`src/rtl/owb_pkg.sv`:
```
package owb_pkg;
  typedef enum logic {
    OWB_RX = 1'b0,
    OWB_TX = 1'b1
  } owb_dir_e;
endpackage

```
`src/rtl/owb_tick_gen.sv`:
```
module owb_tick_gen #(
  parameter int DIV = 8
) (
  input  logic clk,
  input  logic rst,
  output logic tick
);
  localparam int CW = (DIV > 2) ? $clog2(DIV) : 1;
  logic [CW-1:0] cnt;

  always_ff @(posedge clk) begin
    if (rst) begin
      cnt  <= '0;
      tick <= 1'b0;
    end else begin
      tick <= (cnt == CW'(DIV - 2));
      cnt  <= (cnt == CW'(DIV - 1)) ? '0 : cnt + 1'b1;
    end
  end
endmodule

```
`src/rtl/owb_line_sync.sv`:
```
module owb_line_sync #(
  parameter int STAGES = 2
) (
  input  logic clk,
  input  logic rst,
  input  logic d,
  output logic q
);
  logic [STAGES-1:0] chain;

  always_ff @(posedge clk) begin
    if (rst) chain <= '1;
    else     chain <= {chain[STAGES-2:0], d};
  end

  assign q = chain[STAGES-1];
endmodule

```
`src/rtl/owb_watchdog.sv`:
```
module owb_watchdog #(
  parameter int LIMIT = 512
) (
  input  logic clk,
  input  logic rst,
  input  logic tick,
  input  logic clear,
  input  logic run,
  output logic expire
);
  localparam int CW = $clog2(LIMIT);
  logic [CW-1:0] cnt;

  always_ff @(posedge clk) begin
    if (rst || clear)      cnt <= '0;
    else if (run && tick)  cnt <= cnt + 1'b1;
  end

  assign expire = run && tick && (cnt == CW'(LIMIT - 1));
endmodule

```
`src/rtl/owire_bit_xcvr.sv`:
```
module owire_bit_xcvr #(
  parameter int TICK_DIV   = 8,
  parameter int SYNC_STG   = 2,
  parameter int WORD_W     = 16,
  parameter int BYTE_W     = 8,
  parameter int TOUT_TICKS = 512,
  parameter int SAMPLE_AT  = 10,
  parameter int PULSE_AT   = 4,
  parameter int RELEASE_AT = 13
) (
  input  logic              clk,
  input  logic              rst,
  input  logic              pin_i,
  input  logic              start_i,
  input  logic              dir_tx_i,
  input  logic              len16_i,
  input  logic [WORD_W-1:0] tx_data_i,
  output logic              pin_oe_o,
  output logic              pin_do_o,
  output logic [WORD_W-1:0] rx_data_o,
  output logic              busy_o,
  output logic              done_o,
  output logic              timeout_o
);
  import owb_pkg::*;

  localparam int PH_W = $clog2(RELEASE_AT + 1);
  localparam int BC_W = $clog2(WORD_W + 1);

  logic              tick, lvl, prev_lvl, expire;
  logic              in_bit, txbit;
  owb_dir_e          dir_q;
  logic              len_q;
  logic [PH_W-1:0]   ph;
  logic [BC_W-1:0]   bits;
  logic [WORD_W-1:0] sh;
  logic              fall, edge_ok, bit_end, last_bit, cur_bit, start_ok;
  logic              oe_want;

  owb_tick_gen #(.DIV(TICK_DIV)) u_tick (
    .clk(clk), .rst(rst), .tick(tick)
  );

  owb_line_sync #(.STAGES(SYNC_STG)) u_sync (
    .clk(clk), .rst(rst), .d(pin_i), .q(lvl)
  );

  owb_watchdog #(.LIMIT(TOUT_TICKS)) u_wd (
    .clk(clk), .rst(rst), .tick(tick),
    .clear(start_ok || edge_ok), .run(busy_o), .expire(expire)
  );

  // Host edge: previous tick saw high, this tick sees low.
  assign fall     = tick && prev_lvl && !lvl;
  assign edge_ok  = fall && busy_o && !in_bit;
  assign start_ok = start_i && !busy_o;
  assign cur_bit  = len_q ? sh[WORD_W-1] : sh[BYTE_W-1];
  assign last_bit = len_q ? (bits == BC_W'(WORD_W - 1)) : (bits == BC_W'(BYTE_W - 1));
  assign bit_end  = tick && in_bit &&
                    ((dir_q == OWB_TX) ? (ph == PH_W'(RELEASE_AT - 1))
                                       : (ph == PH_W'(SAMPLE_AT - 1)));

  always_ff @(posedge clk) begin
    if (rst) begin
      prev_lvl  <= 1'b1;
      busy_o    <= 1'b0;
      done_o    <= 1'b0;
      timeout_o <= 1'b0;
      in_bit    <= 1'b0;
      txbit     <= 1'b0;
      dir_q     <= OWB_RX;
      len_q     <= 1'b0;
      ph        <= '0;
      bits      <= '0;
      sh        <= '0;
    end else begin
      done_o    <= 1'b0;
      timeout_o <= 1'b0;
      if (tick) prev_lvl <= lvl;
      if (!busy_o) begin
        if (start_i) begin
          busy_o <= 1'b1;
          dir_q  <= owb_dir_e'(dir_tx_i);
          len_q  <= len16_i;
          sh     <= dir_tx_i ? tx_data_i : '0;
          bits   <= '0;
          in_bit <= 1'b0;
        end
      end else if (expire && !edge_ok) begin
        busy_o    <= 1'b0;
        in_bit    <= 1'b0;
        timeout_o <= 1'b1;
      end else if (edge_ok) begin
        in_bit <= 1'b1;
        ph     <= '0;
        txbit  <= cur_bit;
      end else if (bit_end) begin
        in_bit <= 1'b0;
        sh     <= {sh[WORD_W-2:0], (dir_q == OWB_TX) ? 1'b0 : lvl};
        bits   <= bits + 1'b1;
        if (last_bit) begin
          busy_o <= 1'b0;
          done_o <= 1'b1;
        end
      end else if (tick && in_bit) begin
        ph <= ph + 1'b1;
      end
    end
  end

  // Pad control: low for a zero until release, one-tick high pulse for a one.
  assign oe_want = busy_o && in_bit && (dir_q == OWB_TX) &&
                   (txbit ? (ph == PH_W'(PULSE_AT)) : (ph < PH_W'(RELEASE_AT)));

  always_ff @(posedge clk) begin
    if (rst) begin
      pin_oe_o <= 1'b0;
      pin_do_o <= 1'b0;
    end else begin
      pin_oe_o <= oe_want;
      pin_do_o <= oe_want && txbit;
    end
  end

  assign rx_data_o = sh;
endmodule

```
`config.mk`:
```
export PLATFORM = sky130hd
export DESIGN_NAME = owire_bit_xcvr
export DESIGN_NICKNAME = d
export VERILOG_FILES = /design/src/rtl/owb_pkg.sv /design/src/rtl/owb_tick_gen.sv /design/src/rtl/owb_line_sync.sv /design/src/rtl/owb_watchdog.sv /design/src/rtl/owire_bit_xcvr.sv
export SDC_FILE = /design/constraint.sdc
export NUM_CORES = 1
export LEC_CHECK = 0
export ABC_AREA = 1
export BUFFER_PORTS_ARGS = -buffer_cell sky130_fd_sc_hd__buf_2
export CAP_MARGIN = 20
export CORE_ASPECT_RATIO = 1.25
export CORE_UTILIZATION = 45
export CTS_BUF_LIST = sky130_fd_sc_hd__clkbuf_2 sky130_fd_sc_hd__clkbuf_4 sky130_fd_sc_hd__clkbuf_8
export CTS_CLUSTER_SIZE = 20
export DETAILED_ROUTE_END_ITERATION = 10
export HOLD_SLACK_MARGIN = 0.1
export PLACE_DENSITY = 0.71
export SLEW_MARGIN = 20
export SYNTH_ARGS = -nofsm -noshare
export SYNTH_HDL_FRONTEND = slang
export SYNTH_SLANG_ARGS = --single-unit
```
`constraint.sdc`:
```
create_clock -name clk -period 3.3 [get_ports clk]
set_input_delay 0.495 -clock clk [delete_from_list [all_inputs] [get_ports clk]]
set_output_delay 0.495 -clock clk [all_outputs]
set_load 0.005 [all_outputs]
```
* Word-level counts from Yosys, hierarchy flattened
Cells that the tools add are included.
** Word-level totals
- Register bits after elaboration :: 50
- Latch bits :: 0
- Memory bits (writable) :: 0
- ROM bits :: 0
- Input port bits :: 22
- Output and inout bits :: 21
- Word-level logic and storage cells :: 100
- Memories :: 0
** Operators by class
- $add $sub $neg :: 4
- Multiply operators :: 0
- Div/mod/pow operators :: 0
- Magnitude comparators :: 1
- Equality and inequality tests :: 13
- Shift operators :: 0
- Multiplexer cells :: 32
- Bitwise gates (word level) :: 3
- Reductions and logical operators :: 30
** Operator list (count)
- 16-bit 2-to-1 mux :: 6
- 5-bit 2-to-1 mux :: 5
- 1-bit 2-to-1 mux :: 18
- 1-bit logical AND :: 14
- 4-bit 2-to-1 mux :: 3
- 9-bit by 1-bit adder with 9-bit output (second input constant) :: 1
- 9-bit equality test (second input constant) :: 1
- 4-bit equality test (second input constant) :: 2
- 4-bit AND reduction :: 2
- 3-bit equality test (second input constant) :: 2
- 2-bit inequality test (second input constant) :: 3
- 5-bit by 1-bit adder with 5-bit output (second input constant) :: 1
- 5-bit by 3-bit equality test with 1-bit output (second input constant) :: 1
- 5-bit by 4-bit equality test with 1-bit output (second input constant) :: 1
- 5-bit OR reduction :: 1
- 4-bit by 1-bit adder with 4-bit output (second input constant) :: 1
- 4-bit by 3-bit equality test with 1-bit output (second input constant) :: 1
- 1-bit zero test :: 4
- 4-bit < comparator (second input constant) :: 1
- 4-bit by 1-bit inequality test with 1-bit output (second input constant) :: 1
- 2-bit AND reduction :: 2
- 2-bit nonzero test :: 2
- 2-bit OR reduction :: 2
- 3-bit by 1-bit adder with 3-bit output (second input constant) :: 1
- other kinds (4) :: 7

* Longest topological paths before layout
Gate-level depths: netlist of run 1.
- Depth after elaboration :: 8
- Depth in mapped cells :: 13
- Gate-level depth less buffers :: 13

* By module
A second synthesis of run 1 with hierarchy kept.
** Second synthesis, totals
- Cell total of the unflattened synthesis :: 365
- Area, all modules :: 2655.0 um^2
** Modules (own cells, without submodules)
- owire_bit_xcvr :: times used 1, cells an instance 270, area an instance 1944.4 um^2, seq. area each 700.7 um^2
- owb_watchdog :: times used 1, cells an instance 71, area an instance 494.2 um^2, seq. area each 180.2 um^2
- owb_tick_gen :: times used 1, cells an instance 17, area an instance 157.7 um^2, seq. area each 80.1 um^2
- owb_line_sync :: times used 1, cells an instance 7, area an instance 58.8 um^2, seq. area each 40.0 um^2

* Worst setup path before layout of run 1
OpenSTA, ideal clock, no wires.
- Path type :: register to register
- From :: register u_wd.cnt[0]
- To :: register bits[4]
- Setup time :: 0.115 ns
- Arrival :: 1.532 ns
- Data required time :: 3.185 ns
- Setup slack :: 1.653 ns
- Cell stages (with the launch flop) :: 11
- Path buffers :: 1
- Clock period less this slack :: 1.647 ns
- Path through :: dfxtp_1 -> ha_1 -> nand4_1 -> nor3_1 -> ha_1 -> inv_1 -> nor2_2 -> nand2_2 -> buf_2 -> a21oi_1 -> nor2_1
** Between the ends
- Word-level cells in the longest chain between the ends :: 5
** Ends and longest elaborated chain
- from (decl) :: RTL line owb_watchdog.sv:12 : logic [CW-1:0] cnt;
- from (signal assigned) :: RTL line owb_watchdog.sv:16 : else if (run && tick) cnt <= cnt + 1'b1;
- 9-bit equality test :: RTL line owb_watchdog.sv:19 : assign expire = run && tick && (cnt == CW'(LIMIT - 1));
- 1-bit logical AND :: RTL line owb_watchdog.sv:19
- 1-bit logical AND :: RTL line owire_bit_xcvr.sv:89 : end else if (expire && !edge_ok) begin
- 2-bit inequality test (no source line)
- 4-bit AND reduction (no source line)
- to (signal assigned) :: RTL line owire_bit_xcvr.sv:100 : bits <= bits + 1'b1;
- to (decl) :: RTL line owire_bit_xcvr.sv:35 : logic [BC_W-1:0] bits;
Every way passes these cells.
A chain may end at the register's enable or synchronous reset.

* Worst setup path in the final report of run 1
- From :: register u_wd.cnt[0]
- To :: register in_bit
** Between the ends
- Word-level cells in the longest chain between the ends :: 5
- Elaborated cells between the ends (all ways) :: 7
- Classes of those cells :: 2 x eq/ne; 2 x mux; 3 x reduce/logical
** Ends and longest elaborated chain
- 9-bit equality test (*) :: RTL line owb_watchdog.sv:19
- 1-bit logical AND (*) :: RTL line owb_watchdog.sv:19
- 1-bit logical AND (*) :: RTL line owire_bit_xcvr.sv:89
- 4-bit by 1-bit inequality test with 1-bit output (no source line) or 1-bit 2-to-1 mux (tied branches)
- 2-bit AND reduction (no source line) or 1-bit 2-to-1 mux (tied branches)
- to (signal assigned) :: RTL line owire_bit_xcvr.sv:87 : in_bit <= 1'b0;
- to (signal assigned) :: RTL line owire_bit_xcvr.sv:91 : in_bit <= 1'b0;
- to (signal assigned) :: RTL line owire_bit_xcvr.sv:94 : in_bit <= 1'b1;
- to (decl) :: RTL line owire_bit_xcvr.sv:31 : logic in_bit, txbit;
Every way passes the cells marked *; elsewhere a longest branch is shown, timed or not.

==> results of run 1 <==
## sequential cells by signal (all words and copies together) (netlist names), 2 cells and up
name	flops
u_tick.cnt	3
u_sync.chain	2
bits	5
rx_data_o	16
u_wd.cnt	9
ph	4
## cell families after synthesis
group	count (synthesis)	synth area share, %
flip-flops	50	39.90
AO/OA/AOI/OAI	62	14.51
XOR/XNOR	4	1.397
AND/OR/NAND/NOR	164	31.37
buffers and inverters	42	8.329
adder cells (fa/ha/maj)	9	4.489
## area by class of cell
cell class	count	area [sq um]
Fill cell	576	2567
Multi-Input combinational cell	239	1299
Sequential cell	50	1001
Timing Repair Buffer	43	217.7
Inverter	27	102.6
Tap cell	64	80.08
Clock buffer	5	68.82
Clock inverter	3	68.82
## worst paths after layout
kind / from / to / slack [ns]
worst max-delay path: u_wd.cnt[0]$_SDFFE_PP0P_ / in_bit$_SDFFE_PP0P_ / 1.06
worst min register to register: u_sync.chain[0]$_SDFF_PP1_ / u_sync.chain[1]$_SDFF_PP1_ / 0.42
worst max register to register: u_wd.cnt[0]$_SDFFE_PP0P_ / in_bit$_SDFFE_PP0P_ / 1.06
worst min-delay path: pin_i / u_sync.chain[0]$_SDFF_PP1_ / 0.37
## stage by stage
| step | area (sq um) | std cells | utilization, % |
|---|---|---|---|
| after floorplan | 2509 | 331 | - |
| after global placement | 2700 | 423 | 49.95 |
| after detailed placement | 2700 | 423 | 49.95 |
| after CTS | 2838 | 431 | 52.50 |
| after global routing | 2838 | 431 | 52.50 |
| final | 2838 | 431 | 52.50 |
## cells in the mapped netlist (2+ instances only)
library cell	count	area, sq um
nor3b_2	2	25.02
nand2_2	5	31.28
a21oi_1	35	175.2
nand3_1	31	155.2
xnor2_1	2	17.52
a22oi_1	15	112.6
or2_2	3	18.77
nor2_4	3	33.78
nor2_1	42	157.7
nand2_4	2	22.52
nor2_2	4	25.02
buf_6	5	56.30
buf_2	7	35.03
nand4_1	6	37.54
ha_1	9	112.6
nor3_1	4	20.02
nand3b_1	2	15.01
nand2_1	55	206.5
inv_1	21	78.83
inv_2	4	15.01
dfxtp_1	50	1001
xor2_1	2	17.52
clkbuf_1	2	7.510
o21ai_0	8	40.04
## report_power, final
group,switching [mW],internal (mW),total [mW],leakage (nW)
sequential,0.0234,0.632,0.655,0.409
clock,0.208,0.304,0.512,0.0683
combinational,0.0913,0.0658,0.157,0.809
total,0.323,1.00,1.32,1.29
## worst reg2reg max path: stages (launching register included)
cell and delay (ns):
dfxtp_1 0.38, ha_1 0.18, nand4_1 0.12, nor3_1 0.16
ha_1 0.17, inv_1 0.05, nor2_2 0.13, nand2_2 0.45
nand3_1 0.29, nand3_1 0.09, nand2_1 0.06, nor2_1 0.06
## routing by layer
metal,routed length [um],GRT usage (%),vias to the layer above
li1,-,-,1169
met1,2288,19.77,974
met2,2532,32.53,38
met3,170,4.167,7
met4,58,5.937,0
met5,0,0,-
==> impl_summary.txt, run 1 <==
----------------------------------------------------
[Synthesis]
  Average footprint of a synthesized cell ... 7.579 sq um
  Seq/Total Area, Yosys ... 39.90%
  Count of mapped cells out of synthesis ... 331
  Share of synthesized flip-flops with an asynchronous set or reset ... 0%
  Synthesized netlist net count ... 362
  Flip-flop cell with the highest count after synthesis ... dfxtp_1
  Yosys Warn Count ... 0
  Unique cell type count in the Yosys netlist ... 36
  Area of the mapped netlist ... 2509 sq um
  Post-synth EDFFs ... 0
  Number of synthesized register bits ... 50

[Critical path]
  Type of the setup path with the least slack ... reg -> reg
  Arr. time, crit path ... 2.44 ns
  Nature of the critical path endpoint ... flop
  Required arrival time at the worst endpoint ... 3.50 ns
  Element type at the critical path start ... flop
  FF-to-FF path depth ... 11
  Slowest library cell on the worst path ... nand2_2
  Worst-path maximum fanout ... 44
  Cells along the critical path ... ha_1 -> nand4_1 -> nor3_1 -> ha_1 -> inv_1 -> nor2_2 -> nand2_2 -> nand3_1 -> nand3_1 -> nand2_1 -> nor2_1
  Logic depth of the worst setup path including buffers ... 11
  CP delay by family, top ... simple AND/OR/NAND/NOR gates
  Buf+Inv Stages, Crit Path ... 1
  Max incr delay on CP ... 0.45 ns

[Final layout]
  Layout cells sized above 1 ... 21.53%
  Top library cells by usage in the layout, fill and taps aside ... nand2_1 (55), dfxtp_1 (50), nor2_1 (42), buf_2 (42), a21oi_1 (35)
  Diodes inserted ... 0
  Final Net Count ... 397
  Signed area change from the synthesized netlist to the final layout ... 13.12%
  Most common cell after layout, fill and taps aside ... nand2_1

[Clock tree]
  TritonCTS clock tree ... built
  Post-CTS Hold Buffers ... 0
  Maximum level of the CTS H-tree ... 2
  Number of buffers added by the clock tree synthesis step ... 5
  # Post-CTS Setup Buffers ... 0
  Number of sinks handled by clock tree synthesis ... 50
  Maximum buffer depth of the clock tree ... 2
  Quantity of gates resized following cts ... 0
  Clock-pin transition on the worst setup and hold timing paths ... 0.09 ns
  Cell chosen for the clock root ... clkbuf_8
  Clk Latency, worst-skew pair ... 0.31 ns

[Drt]
  Overall via count from detail_route ... 2188
  Total length of routed wires ... 5050 um
  Routed len/inst ... 11.72 um
  Per-cell via count in the routed design ... 5.077
  Number of design-rule violations left by the first detailed-router iteration ... 108
  Post-route DRC violation count ... 0
  Number of detailed-routing iterations run before antenna repair ... 4
  DRT antenna net count ... 0

[GRT]
  Global-route wire length before repair ... 8073 um
  Overflow left after global routing ... 0
  Via count of the first global-routing pass ... 1971
  Antenna violations before repair ... 0
  Largest net degree at the start of global routing ... 45
  Total global-route track usage ... 17.94%

[Timing]
  Achievable Freq ... 446.6 MHz
  Actual slew at the worst max-slew pin ... 0.7660 ns
  Final setup TNS ... 0 ns
  Final count of negative-setup-slack endpoints ... 0
  Max_slew headroom ... 48.75%
  Final critical path time including I/O delays and setup ... 2.239 ns
  Worst clock skew ... 0.007785 ns
  Total count of max-transition violations in the final report ... 0
  Hold Violations, Final ... 0
  RSZ-0062 raised after global routing ... false
  WHS ... 0.3667 ns
  Setup slack of the critical path after layout ... 1.061 ns
  Fraction of the cycle the final worst path needs ... 67.86%

[Floorplan]
  Number of cell rows ... 30
  Die boundary width ... 68.78 um
  Placeable core region ... 5405 sq um
  Initial standard-cell utilization of the core ... 46.41%
  DIE HEIGHT ... 85.48 um
  Die ar. ... 5879 sq um
  Top Ports ... 43

[Place]
  Post-Place Worst Slack ... 1.069 ns
  Final weighted congestion in routability-driven placement ... 0.7900
  Number of buffers inserted by port buffering ... 42
  Hpwl dp ... 3531 um

[Run]
  Max-cap violation count ... 0

[Min path]
  Number of stages on the worst hold path ... 2
  Worst hold-check path type ... in -> reg

[Power and ir drop]
  Standby leakage power ... 1.286 nW
  Post-layout total power ... 1.324 mW
  Power per cell area ... 466.6 nW/um^2
  Worst-case vdd ir drop ... 0.0003315 V

[Run status]
  Outcome ... complete, no violations

----------------------------------------------------
Power figures use the tool's default switching activity.
==> inputs of run 2 (changes only) <==
--- a/config.mk
+++ b/config.mk
@@ -14,7 +14,7 @@
 export CTS_CLUSTER_SIZE = 20
 export DETAILED_ROUTE_END_ITERATION = 10
 export HOLD_SLACK_MARGIN = 0.1
-export PLACE_DENSITY = 0.71
+export PLACE_DENSITY = 0.74
 export SLEW_MARGIN = 20
 export SYNTH_ARGS = -nofsm -noshare
 export SYNTH_HDL_FRONTEND = slang
==> constraint.sdc (replaced) <==
create_clock -name clk -period 1.88 [get_ports clk]
set_input_delay 0.282 -clock clk [delete_from_list [all_inputs] [get_ports clk]]
set_output_delay 0.282 -clock clk [all_outputs]
set_load 0.005 [all_outputs]
==> impl_summary.txt, run 2 (same netlist as run 1, synthesis figures left out) <==
----------------------------------------------------
[Floorplan]
  Top Ports ... 43 (unchanged)
  Placeable core region ... 5405 sq um (unchanged)
  Number of cell rows ... 30 (unchanged)
  Die boundary width ... 68.78 um (unchanged)
  Die ar. ... 5879 sq um (unchanged)
  DIE HEIGHT ... 85.48 um (unchanged)
  Initial standard-cell utilization of the core ... 46.41% (unchanged)

[Drt]
  Per-cell via count in the routed design ... 5.236 (+3.1%)
  Routed len/inst ... 12.29 um (+4.9%)
  Overall via count from detail_route ... 2288 (+4.6%)
  Number of design-rule violations left by the first detailed-router iteration ... 91 (-16%)
  Number of detailed-routing iterations run before antenna repair ... 4 (unchanged)
  Post-route DRC violation count ... 0 (unchanged)
  DRT antenna net count ... 0 (unchanged)
  Total length of routed wires ... 5370 um (+6.3%)

[GRT]
  Largest net degree at the start of global routing ... 43 (-4.4%)
  Via count of the first global-routing pass ... 2044 (+3.7%)
  Overflow left after global routing ... 0 (unchanged)
  Total global-route track usage ... 18.25% (+0.31 points)
  Global-route wire length before repair ... 8293 um (+2.7%)
  Antenna violations before repair ... 0 (unchanged)

[Clock tree]
  Clk Latency, worst-skew pair ... 0.30 ns (about the same)
  Clock-pin transition on the worst setup and hold timing paths ... 0.09 ns (about the same)
  Post-CTS Hold Buffers ... 0 (unchanged)
  Number of sinks handled by clock tree synthesis ... 50 (unchanged)
  Number of buffers added by the clock tree synthesis step ... 5 (unchanged)
  Maximum level of the CTS H-tree ... 2 (unchanged)
  Maximum buffer depth of the clock tree ... 2 (unchanged)
  Cell chosen for the clock root ... clkbuf_8
  TritonCTS clock tree ... built

[Run]
  Max-cap violation count ... 0 (unchanged)

[Timing]
  Worst clock skew ... 0.01005 ns (+0.002264 ns)
  Hold Violations, Final ... 0 (unchanged)
  Setup slack of the critical path after layout ... 0.07961 ns (-0.9810 ns)
  Final critical path time including I/O delays and setup ... 1.800 ns (-0.4390 ns)
  Achievable Freq ... 555.4 MHz (+24%)
  Actual slew at the worst max-slew pin ... 0.5193 ns (-0.2467 ns)
  Max_slew headroom ... 65.33% (+17 points)
  RSZ-0062 raised after global routing ... true
  Final setup TNS ... 0 ns (unchanged)
  Total count of max-transition violations in the final report ... 0 (unchanged)
  Final count of negative-setup-slack endpoints ... 0 (unchanged)
  Fraction of the cycle the final worst path needs ... 95.77% (+28 points)

[Critical path]
  Logic depth of the worst setup path including buffers ... 11 (unchanged)
  CP delay by family, top ... simple AND/OR/NAND/NOR gates
  Cells along the critical path ... nand2_1 -> inv_1 -> nand4_1 -> nor3_2 -> ha_1 -> inv_1 -> nor2_4 -> nand2_4 -> clkbuf_16 -> a21oi_1 -> nor2_1
  Type of the setup path with the least slack ... reg -> reg
  FF-to-FF path depth ... 11 (unchanged)
  Worst-path maximum fanout ... 21 (-52%)
  Arr. time, crit path ... 2.00 ns (-0.44 ns)
  Capture point of the worst reg-to-reg path ... rx_data_o[11]$_SDFFE_PP0P_
  Required arrival time at the worst endpoint ... 2.08 ns (-1.42 ns)
  Cell repeated most along the worst path ... inv_1
  Slowest library cell on the worst path ... dfxtp_2
  Buf+Inv Stages, Crit Path ... 3 (+2)
  Max incr delay on CP ... 0.36 ns (-0.09 ns)
  Element type at the critical path start ... flop
  Critical R2R Launch ... u_wd.cnt[3]$_SDFFE_PP0P_
  Nature of the critical path endpoint ... flop
  Setup slack, reg-to-reg ... 0.08 ns (-0.98 ns)

[Final layout]
  Layout Utilization ... 54.10% (+1.6 points)
  Diodes inserted ... 0 (unchanged)
  Total non-filler cell area in the finished layout ... 2924 sq um (+3.0%)
  Top library cells by usage in the layout, fill and taps aside ... nand2_1 (55), dfxtp_1 (46), nor2_1 (42), buf_2 (42), a21oi_1 (34)
  Max FFs per register ... 16 (unchanged)
  Most common cell after layout, fill and taps aside ... nand2_1
  Signed area change from the synthesized netlist to the final layout ... 16.56%
  Final Net Count ... 403 (+1.5%)
  Layout cells sized above 1 ... 24.40% (+2.9 points)

[Place]
  Number of buffers inserted by port buffering ... 42 (unchanged)
  Final weighted congestion in routability-driven placement ... 0.7983 (+1.1%)
  Hpwl dp ... 3619 um (+2.5%)
  DP Area ... 2740 sq um (+1.5%)
  Post-Place Worst Slack ... 0.09743 ns (-0.9720 ns)

[Run status]
  Outcome ... complete, no violations

[Min path]
  Worst hold-check path type ... in -> reg
  Startpoint of the worst hold path ... pin_i
  Destination of the worst hold path ... u_sync.chain[0]$_SDFF_PP1_
  Number of stages on the worst hold path ... 2 (unchanged)

[Power and ir drop]
  Power per cell area ... 711.7 nW/um^2 (+53%)
  Worst-case vdd ir drop ... 0.0004429 V (+34%)
  Standby leakage power ... 1.327 nW (+3.2%)
  Post-layout total power ... 2.081 mW (+57%)

----------------------------------------------------
## run 2: cell count changes in the layout (fill, tap and decap cells not counted), moves of 2 or more
cell / previous run / this run
bufinv_16: 2 / 0
dfxtp_2: 0 / 4
buf_12: 0 / 2
dfxtp_1: 50 / 46
buf_4: 1 / 3
clkbuf_16: 0 / 2
## run 2: power by group
group / switching, mW / internal, mW
combinational: 0.156 / 0.120
clock: 0.353 / 0.296
sequential: 0.0468 / 1.11
## run 2: worst max path at each step
stage	startpoint	endpoint	slack (ns)
6_report	u_wd.cnt[3]$_SDFFE_PP0P_	rx_data_o[11]$_SDFFE_PP0P_	0.08
3_3_place_gp	u_wd.cnt[0]$_SDFFE_PP0P_	ph[2]$_SDFFE_PP0P_	0.16
3_5_place_dp	u_wd.cnt[0]$_SDFFE_PP0P_	rx_data_o[11]$_SDFFE_PP0P_	0.1
4_1_cts	u_wd.cnt[0]$_SDFFE_PP0P_	rx_data_o[11]$_SDFFE_PP0P_	0.08
2_1_floorplan	u_wd.cnt[0]$_SDFFE_PP0P_	bits[4]$_SDFFE_PP0P_	0.23
5_1_grt	u_wd.cnt[3]$_SDFFE_PP0P_	rx_data_o[7]$_SDFFE_PP0P_	-0.08
## run 2: layout make-up
| cell class | count | area, sq um |
|---|---|---|
| timing repair buffer | 49 | 322.8 |
| sequential | 50 | 1006 |
| tap | 64 | 80.08 |
| clock inverter | 2 | 12.51 |
| multi-input combinational | 239 | 1318 |
| clock buffer | 6 | 82.58 |
| inverter | 27 | 102.6 |
| fill | 547 | 2481 |
## run 2: layer usage
metal | vias up | part of all wire (%) | track usage (%)
met4 | 0 | 0.63 | 5.566
met5 | - | 0 | 0
met1 | 1049 | 43 | 19.65
met2 | 49 | 52 | 34.22
met3 | 4 | 4.2 | 3.629
li1 | 1186 | - | -
## run 2: repair_timing
action                     4_1_cts  5_1_grt
setup buffers                    0        2
setup endpoints to repair        0       26
resized for setup                0        8
## run 2: stage by stage
| stage | hold slack [ns] | cells |
|---|---|---|
| 2_1_floorplan | 0.3858 | 331 |
| 3_3_place_gp | 0.3915 | 425 |
| 3_5_place_dp | 0.3928 | 425 |
| 4_1_cts | 0.1529 | 433 |
| 5_1_grt | 0.1592 | 437 |
| 6_report | 0.1615 | 437 |
